## src/rtl/ptwPkg.sv

```systemverilog
package ptwPkg;

  localparam int LEVELS = 4;

  typedef enum logic [2:0] {
    ST_IDLE  = 3'd0,
    ST_L1    = 3'd1,
    ST_L2    = 3'd2,
    ST_L3    = 3'd3,
    ST_L4    = 3'd4,
    ST_DONE  = 3'd5,
    ST_FAULT = 3'd6
  } walkState_t;

  // strobes from control to datapath
  typedef struct packed {
    logic       loadReq;   // capture vpn and root frame
    logic       loadBase;  // next table frame from entry
    logic       loadPpn;   // final page number from entry
    logic [1:0] levelSel;  // which index slice addresses memory
  } walkCtrl_t;

endpackage

```

## src/rtl/ptwDatapath.sv

```systemverilog
module ptwDatapath
  import ptwPkg::*;
#(
  parameter int IDX_W   = 9,
  parameter int PPN_W   = 40,
  parameter int ENTRY_W = 64
) (
  input  logic                               clk,
  input  logic                               rstN,
  input  walkCtrl_t                          ctrl,
  input  logic [LEVELS*IDX_W-1:0]            reqVpn,
  input  logic [PPN_W-1:0]                   rootBase,
  input  logic [ENTRY_W-1:0]                 memRspData,
  output logic [PPN_W+IDX_W+2:0]             memReqAddr,
  output logic                               entryPresent,
  output logic [PPN_W-1:0]                   rspPpn
);

  localparam int ENTRY_SH = 3;                 // 8-byte entries
  localparam int PAGE_W   = IDX_W + ENTRY_SH;  // 4 KB tables
  localparam int VPN_W    = LEVELS * IDX_W;

  logic [VPN_W-1:0] vpnQ;
  logic [PPN_W-1:0] baseQ;
  logic [PPN_W-1:0] ppnQ;
  logic [IDX_W-1:0] idxArr [LEVELS];
  logic [IDX_W-1:0] curIdx;
  logic [PPN_W-1:0] entryFrame;
  logic             unusedBits;

  // most significant slice serves the first level
  for (genvar i = 0; i < LEVELS; i++) begin : g_slice
    assign idxArr[i] = vpnQ[VPN_W-1-i*IDX_W -: IDX_W];
  end

  assign curIdx       = idxArr[ctrl.levelSel];
  assign memReqAddr   = {baseQ, curIdx, {ENTRY_SH{1'b0}}};
  assign entryPresent = memRspData[0];
  assign entryFrame   = memRspData[PAGE_W +: PPN_W];
  assign unusedBits   = ^{memRspData[ENTRY_W-1:PAGE_W+PPN_W], memRspData[PAGE_W-1:1]};
  assign rspPpn       = ppnQ;

  always_ff @(posedge clk) begin
    if (!rstN) begin
      vpnQ  <= '0;
      baseQ <= '0;
      ppnQ  <= '0;
    end else begin
      if (ctrl.loadReq) begin
        vpnQ  <= reqVpn;
        baseQ <= rootBase;
      end else if (ctrl.loadBase) begin
        baseQ <= entryFrame;
      end
      if (ctrl.loadPpn) ppnQ <= entryFrame;
    end
  end

  // a new request is never captured in the cycle an entry is consumed
  p_no_load_overlap_r7: assert property (@(posedge clk) disable iff (!rstN)
    (ctrl.loadBase || ctrl.loadPpn) |-> !ctrl.loadReq);

  // a frame is only taken from a present entry
  p_frame_needs_present_r4: assert property (@(posedge clk) disable iff (!rstN)
    (ctrl.loadBase || ctrl.loadPpn) |-> entryPresent);

endmodule

```

## src/rtl/ptwCtrl.sv

```systemverilog
module ptwCtrl
  import ptwPkg::*;
(
  input  logic      clk,
  input  logic      rstN,
  input  logic      reqValid,
  output logic      reqReady,
  output logic      rspValid,
  input  logic      rspReady,
  output logic      rspFault,
  output logic [2:0] rspLevel,
  output logic      memReqValid,
  input  logic      memRspValid,
  input  logic      entryPresent,
  output walkCtrl_t ctrl
);

  walkState_t state, nextState;
  logic       issued;
  logic [2:0] faultLvl;
  logic       inWalk;
  logic       lastLevel;
  logic       respTake;
  logic [1:0] levelSel;

  always_comb begin
    case (state)
      ST_L1:   levelSel = 2'd0;
      ST_L2:   levelSel = 2'd1;
      ST_L3:   levelSel = 2'd2;
      ST_L4:   levelSel = 2'd3;
      default: levelSel = 2'd0;
    endcase
  end

  assign inWalk      = (state == ST_L1) || (state == ST_L2) ||
                       (state == ST_L3) || (state == ST_L4);
  assign lastLevel   = (state == ST_L4);
  assign reqReady    = (state == ST_IDLE);
  assign memReqValid = inWalk && !issued;
  assign respTake    = inWalk && issued && memRspValid;
  assign rspValid    = (state == ST_DONE) || (state == ST_FAULT);
  assign rspFault    = (state == ST_FAULT);
  assign rspLevel    = (state == ST_FAULT) ? faultLvl : 3'd0;

  always_comb begin
    ctrl.loadReq  = reqReady && reqValid;
    ctrl.loadBase = respTake && entryPresent && !lastLevel;
    ctrl.loadPpn  = respTake && entryPresent && lastLevel;
    ctrl.levelSel = levelSel;
  end

  always_comb begin
    nextState = state;
    case (state)
      ST_IDLE: if (reqValid) nextState = ST_L1;
      ST_L1, ST_L2, ST_L3, ST_L4: begin
        if (respTake) begin
          if (!entryPresent)  nextState = ST_FAULT;
          else if (lastLevel) nextState = ST_DONE;
          else                nextState = walkState_t'(state + 3'd1);
        end
      end
      ST_DONE, ST_FAULT: if (rspReady) nextState = ST_IDLE;
      default: nextState = ST_IDLE;
    endcase
  end

  always_ff @(posedge clk) begin
    if (!rstN) begin
      state    <= ST_IDLE;
      issued   <= 1'b0;
      faultLvl <= 3'd0;
    end else begin
      state <= nextState;
      if (respTake || !inWalk) issued <= 1'b0;
      else if (memReqValid)    issued <= 1'b1;
      if (respTake && !entryPresent) faultLvl <= {1'b0, levelSel} + 3'd1;
    end
  end

  // a read strobe never repeats in the following cycle
  p_single_issue_r3: assert property (@(posedge clk) disable iff (!rstN)
    memReqValid |=> !memReqValid);

  // an unaccepted result stays put
  p_rsp_hold_r8: assert property (@(posedge clk) disable iff (!rstN)
    (rspValid && !rspReady) |=> (rspValid && $stable(rspFault) && $stable(rspLevel)));

  // a fault always names a level from 1 to 4
  p_fault_level_r6: assert property (@(posedge clk) disable iff (!rstN)
    rspFault |-> (rspLevel >= 3'd1 && rspLevel <= 3'd4));

  // no read while a result is pending
  p_no_read_on_rsp_r6: assert property (@(posedge clk) disable iff (!rstN)
    rspValid |-> !memReqValid);

  // the walker never reports ready while a result is pending
  p_busy_on_rsp_r7: assert property (@(posedge clk) disable iff (!rstN)
    rspValid |-> !reqReady);

endmodule

```

## src/rtl/ptWalker.sv

```systemverilog
module ptWalker
  import ptwPkg::*;
#(
  parameter int IDX_W   = 9,
  parameter int PPN_W   = 40,
  parameter int ENTRY_W = 64
) (
  input  logic                          clk,
  input  logic                          rstN,
  input  logic                          reqValid,
  output logic                          reqReady,
  input  logic [LEVELS*IDX_W-1:0]       reqVpn,
  input  logic [PPN_W-1:0]              rootBase,
  output logic                          rspValid,
  input  logic                          rspReady,
  output logic                          rspFault,
  output logic [2:0]                    rspLevel,
  output logic [PPN_W-1:0]              rspPpn,
  output logic                          memReqValid,
  output logic [PPN_W+IDX_W+2:0]        memReqAddr,
  input  logic                          memRspValid,
  input  logic [ENTRY_W-1:0]            memRspData
);

  walkCtrl_t ctrl;
  logic      entryPresent;

  ptwCtrl u_ctrl (
    .clk          (clk),
    .rstN         (rstN),
    .reqValid     (reqValid),
    .reqReady     (reqReady),
    .rspValid     (rspValid),
    .rspReady     (rspReady),
    .rspFault     (rspFault),
    .rspLevel     (rspLevel),
    .memReqValid  (memReqValid),
    .memRspValid  (memRspValid),
    .entryPresent (entryPresent),
    .ctrl         (ctrl)
  );

  ptwDatapath #(
    .IDX_W   (IDX_W),
    .PPN_W   (PPN_W),
    .ENTRY_W (ENTRY_W)
  ) u_dp (
    .clk          (clk),
    .rstN         (rstN),
    .ctrl         (ctrl),
    .reqVpn       (reqVpn),
    .rootBase     (rootBase),
    .memRspData   (memRspData),
    .memReqAddr   (memReqAddr),
    .entryPresent (entryPresent),
    .rspPpn       (rspPpn)
  );

  // translated page number holds until taken
  p_ppn_hold_r8: assert property (@(posedge clk) disable iff (!rstN)
    (rspValid && !rspReady) |=> $stable(rspPpn));

  // nothing is pending in the cycle a request is accepted
  p_accept_clean_r1: assert property (@(posedge clk) disable iff (!rstN)
    reqReady |-> (!rspValid && !memReqValid));

endmodule

```

## config.mk

```make
export PLATFORM = sky130hd
export DESIGN_NAME = ptWalker
export DESIGN_NICKNAME = d
export VERILOG_FILES = /design/src/rtl/ptwPkg.sv /design/src/rtl/ptwDatapath.sv /design/src/rtl/ptwCtrl.sv /design/src/rtl/ptWalker.sv
export SDC_FILE = /design/constraint.sdc
export NUM_CORES = 1
export LEC_CHECK = 0
export ABC_AREA = 1
export BUFFER_PORTS_ARGS = -buffer_cell sky130_fd_sc_hd__buf_2
export CAP_MARGIN = 20
export CORE_MARGIN = 4
export CORE_UTILIZATION = 45
export CTS_BUF_LIST = sky130_fd_sc_hd__clkbuf_4 sky130_fd_sc_hd__clkbuf_8
export DETAILED_ROUTE_END_ITERATION = 8
export PLACE_DENSITY = 0.77
export REMOVE_ABC_BUFFERS = 1
export SETUP_SLACK_MARGIN = 0.3
export SYNTH_ARGS = -nofsm -noshare
export SYNTH_HDL_FRONTEND = slang
export SYNTH_SLANG_ARGS = --single-unit
```

## constraint.sdc

```tcl
create_clock -name clk -period 4 [get_ports clk]
set_clock_uncertainty 0.1 [all_clocks]
set_input_delay 0.8 -clock clk [delete_from_list [all_inputs] [get_ports clk]]
set_output_delay 0.8 -clock clk [all_outputs]
set_load 0.05 [all_outputs]
```

==> run_summary.xml <==
<?xml version="1.0" encoding="UTF-8"?>
<metrics>
  <group name="status">
    <metric name="status" unit="">finished clean</metric>
  </group>
  <group name="route">
    <metric name="avgRoutedWirePerCell" unit="µm">12.6</metric>
    <metric name="vias" unit="">5794</metric>
    <metric name="initialDrtViolationCount" unit="">374</metric>
    <metric name="post-route-drc-count" unit="">0</metric>
    <metric name="vias_per_cell" unit="">4.73</metric>
    <metric name="drt_pass1_iterations" unit="">4</metric>
    <metric name="route.antenna.remaining_nets" unit="">0</metric>
    <metric name="totalWireLength" unit="mm">15.5</metric>
  </group>
  <group name="final_layout">
    <metric name="post_layout_nonfiller_instances" unit="">1226</metric>
    <metric name="proportion_of_layout_cells_with_a_drive_suffix_above_1" unit="%">25.3</metric>
    <metric name="layout-area-overhead-vs-synth" unit="%">27.0</metric>
    <metric name="nNetsFinal" unit="">1195</metric>
    <metric name="filler_cells_inserted" unit="">1213</metric>
  </group>
  <group name="critical_path">
    <metric name="worst_setup_path_startpoint" unit="">u_ctrl.state[0]</metric>
    <metric name="worstPathRequired" unit="ps">3100</metric>
    <metric name="crit_path_max_fanout" unit="">18</metric>
    <metric name="timing.critical_path.from_type" unit="">flip-flop</metric>
    <metric name="crit_path_end_kind" unit="">output port</metric>
    <metric name="critical_path.reg2reg.startpoint" unit="">u_ctrl.state[0]</metric>
    <metric name="cp_data_arrival_time" unit="ps">2390</metric>
    <metric name="worstSetupPathType" unit="">flip-flop to output port</metric>
  </group>
  <group name="clock_tree">
    <metric name="num_cts_buffers" unit="">17</metric>
    <metric name="cts_resized" unit="">0</metric>
    <metric name="cts_clk_pin_slew_worst_paths" unit="ps">70</metric>
    <metric name="clkLatencyLatePin" unit="ps">430</metric>
    <metric name="ctsHoldBuffers" unit="">0</metric>
    <metric name="deepest_level_of_the_cts_h_tree" unit="">4</metric>
    <metric name="tritoncts" unit="">built</metric>
    <metric name="cts.sink_count" unit="">123</metric>
    <metric name="clock_path_buffers" unit="">2</metric>
    <metric name="root_buffer" unit="">sky130_fd_sc_hd__clkbuf_8</metric>
    <metric name="postCtsSetupBuffers" unit="">0</metric>
  </group>
  <group name="floorplan">
    <metric name="dieHeight" unit="µm">119</metric>
    <metric name="placement_rows" unit="">40</metric>
    <metric name="start_util" unit="%">46.2</metric>
    <metric name="dieWidth" unit="µm">119</metric>
    <metric name="i_o_pin_count" unit="">244</metric>
    <metric name="floorplan.die_area" unit="mm²">0.0143</metric>
    <metric name="core_area" unit="mm²">0.0121</metric>
  </group>
  <group name="logic_synthesis">
    <metric name="yosys.area.top_type" unit="">sky130_fd_sc_hd__dfxtp_1</metric>
    <metric name="synthDominantCellAreaShare" unit="%">44.0</metric>
    <metric name="synth.top_cells.by_area" unit="">sky130_fd_sc_hd__dfxtp_1 44%, sky130_fd_sc_hd__nand2_1 17%, sky130_fd_sc_hd__nor2_1 12%</metric>
    <metric name="yosysSeqAreaShare" unit="%">44.0</metric>
    <metric name="synth.ff_latch_count" unit="">123</metric>
    <metric name="synth.yosys.warnings" unit="">0</metric>
    <metric name="post_synth_num_cell_types" unit="">22</metric>
    <metric name="mappedNetlistArea" unit="mm²">0.00559</metric>
    <metric name="postSynthCellCount" unit="">852</metric>
    <metric name="average_footprint_of_a_synthesized_cell" unit="µm²">6.56</metric>
  </group>
  <group name="power">
    <metric name="cellPowerDensity" unit="mW/mm²">676</metric>
    <metric name="irDropWorstVdd" unit="V">0.000369</metric>
    <metric name="leakage_power_summed_over_all_cells" unit="nW">3.92</metric>
  </group>
  <group name="global_routing">
    <metric name="wire_length_of_the_first_global_routing_pass" unit="mm">25.3</metric>
    <metric name="grt-ovfl-total" unit="">0</metric>
    <metric name="grt_max_degree" unit="">62</metric>
    <metric name="global_route_total_usage_across_every_layer" unit="%">21.7</metric>
    <metric name="grt_antenna_before_repair" unit="">2</metric>
    <metric name="first_global_vias" unit="">5395</metric>
  </group>
  <group name="place">
    <metric name="numPlacedInstances" unit="">1193</metric>
    <metric name="detailedPlacementHpwl" unit="mm">10.4</metric>
    <metric name="gpl.final_weighted_congestion" unit="">0.825</metric>
    <metric name="place_worst_setup_slack" unit="ps">1160</metric>
    <metric name="count_of_input_and_output_buffers" unit="">217</metric>
  </group>
  <group name="timing">
    <metric name="timing.final.hold_violations" unit="">0</metric>
    <metric name="slew_violations" unit="">0</metric>
    <metric name="final.min_clock_period" unit="ps">3290</metric>
    <metric name="slew_headroom" unit="%">51.0</metric>
    <metric name="rsz0062_at_grt" unit="">no</metric>
    <metric name="tns" unit="ps">0</metric>
    <metric name="final.period_utilization" unit="%">82.4</metric>
    <metric name="final.setup.worst_slack" unit="ps">706</metric>
    <metric name="timing.fmax" unit="MHz">304</metric>
    <metric name="setup_violations" unit="">0</metric>
    <metric name="worst_pin_slew" unit="ps">735</metric>
  </group>
  <group name="worst_hold_path">
    <metric name="min-delay-path-class" unit="">flip-flop to flip-flop</metric>
    <metric name="start_point_of_the_worst_min_delay_path" unit="">u_dp.idxArr[10]</metric>
  </group>
  <group name="flow_run">
    <metric name="cap_violations" unit="">0</metric>
  </group>
</metrics>
## cells by family (layout without fill, tap and decap cells)
group	count (synthesis)	in the layout	share of synthesized area (%)
AOI/OAI and AO/OA	114	114	10.4
adders and majority gates	6	6	1.34
buffers and inverters	122	324	9.53
DFF	123	123	44.0
other	1	5	0.0671
and+or+nand+nor	486	486	34.6
## state kept, by name, indices dropped and copies added (netlist names)
signal,cells
u_dp.rspPpn,40
u_ctrl.faultLvl,3
u_dp.idxArr,36
u_dp.baseQ,40
u_ctrl.state,3
u_ctrl.issued,1
## cells in the final DEF, fill, tap and decap left out
cell / count
sky130_fd_sc_hd__nor2_2: 1
sky130_fd_sc_hd__inv_4: 1
sky130_fd_sc_hd__nand3_2: 1
sky130_fd_sc_hd__ha_1: 6
sky130_fd_sc_hd__dfxtp_1: 123
sky130_fd_sc_hd__a21oi_1: 46
sky130_fd_sc_hd__inv_2: 2
sky130_fd_sc_hd__clkbuf_4: 3
sky130_fd_sc_hd__nand3b_1: 8
sky130_fd_sc_hd__buf_4: 8
sky130_fd_sc_hd__nand2_2: 4
sky130_fd_sc_hd__bufinv_16: 3
sky130_fd_sc_hd__o22ai_1: 9
sky130_fd_sc_hd__nand2_1: 251
sky130_fd_sc_hd__conb_1: 3
sky130_fd_sc_hd__clkinv_2: 6
sky130_fd_sc_hd__nand4_1: 2
sky130_fd_sc_hd__o21ai_0: 59
sky130_fd_sc_hd__nor2_4: 1
sky130_fd_sc_hd__diode_2: 2
sky130_fd_sc_hd__nor2_1: 183
sky130_fd_sc_hd__nand4_4: 1
sky130_fd_sc_hd__buf_2: 217
sky130_fd_sc_hd__nand3_1: 34
sky130_fd_sc_hd__clkbuf_8: 19
sky130_fd_sc_hd__inv_1: 65
## area by class of cell
cell class                 instances  area, µm²  share of cell area, %
timing repair buffer             225       1150                   16.1
multi-input combinational        609       2610                   36.8
sequential                       123       2460                   34.7
clock buffer                      22        284                   4.00
inverter                          68        258                   3.63
clock inverter                     9        120                   1.69
antenna                            2       5.00                 0.0705
tap                              168        210                   2.96
## per-layer routing
metal | wire, µm | GRT usage, % | up-vias
met2 | 7300 | 35.4 | 184
li1 | - | - | 3010
met5 | 0 | 0 | -
met3 | 1090 | 6.46 | 31
met1 | 6730 | 26.3 | 2569
met4 | 371 | 9.88 | 0
## synthesized netlist by cell type
cell                       instances
sky130_fd_sc_hd__nand2_2           4
sky130_fd_sc_hd__dfxtp_1         123
sky130_fd_sc_hd__ha_1              6
sky130_fd_sc_hd__a21oi_1          46
sky130_fd_sc_hd__o22ai_1           9
sky130_fd_sc_hd__nand3_2           1
sky130_fd_sc_hd__nand3b_1          8
sky130_fd_sc_hd__buf_2            28
sky130_fd_sc_hd__nand3_1          34
sky130_fd_sc_hd__o21ai_0          59
sky130_fd_sc_hd__clkbuf_1         19
sky130_fd_sc_hd__inv_4             1
sky130_fd_sc_hd__inv_2             2
sky130_fd_sc_hd__nor2_4            1
sky130_fd_sc_hd__buf_6             3
sky130_fd_sc_hd__nand4_1           2
sky130_fd_sc_hd__conb_1            1
sky130_fd_sc_hd__nand4_2           1
sky130_fd_sc_hd__nor2_1          184
sky130_fd_sc_hd__inv_1            65
sky130_fd_sc_hd__nand2_1         251
sky130_fd_sc_hd__buf_4             4
## power by group
group          internal, W  switching, W
Sequential         0.00145     0.0000969
Clock             0.000660      0.000470
Combinational     0.000537       0.00159
Total              0.00264       0.00216
## critical path, cell delays in order, from the launching register on
cell                      delay (ps)
sky130_fd_sc_hd__dfxtp_1         370
sky130_fd_sc_hd__inv_1           110
sky130_fd_sc_hd__ha_1            240
sky130_fd_sc_hd__nand2_2         110
sky130_fd_sc_hd__nand2_1          90
sky130_fd_sc_hd__inv_1           370
sky130_fd_sc_hd__o21ai_0         200
sky130_fd_sc_hd__o22ai_1         190
sky130_fd_sc_hd__buf_2           290
## per-stage QoR
step           hold WS [ps]  instance area (µm²)  total power, W  utilization, %
2_1_floorplan           329                 5320         0.00313               -
3_3_place_gp            339                 6690         0.00368            55.2
3_5_place_dp            347                 6690         0.00370            55.2
4_1_cts                 357                 7090         0.00484            58.6
5_1_grt                 378                 7100         0.00513            58.6
6_report                355                 7100         0.00480            58.6
## worst paths after layout
check                     to  slack [ps]  cells after the start
min reg2reg  u_dp.idxArr[10]         360                      2
max reg2reg  u_dp.rspPpn[11]        1560                     11
min          u_dp.idxArr[10]         360                      2
max            memReqAddr[9]         710                      8
(Power assumes the default switching activity.)
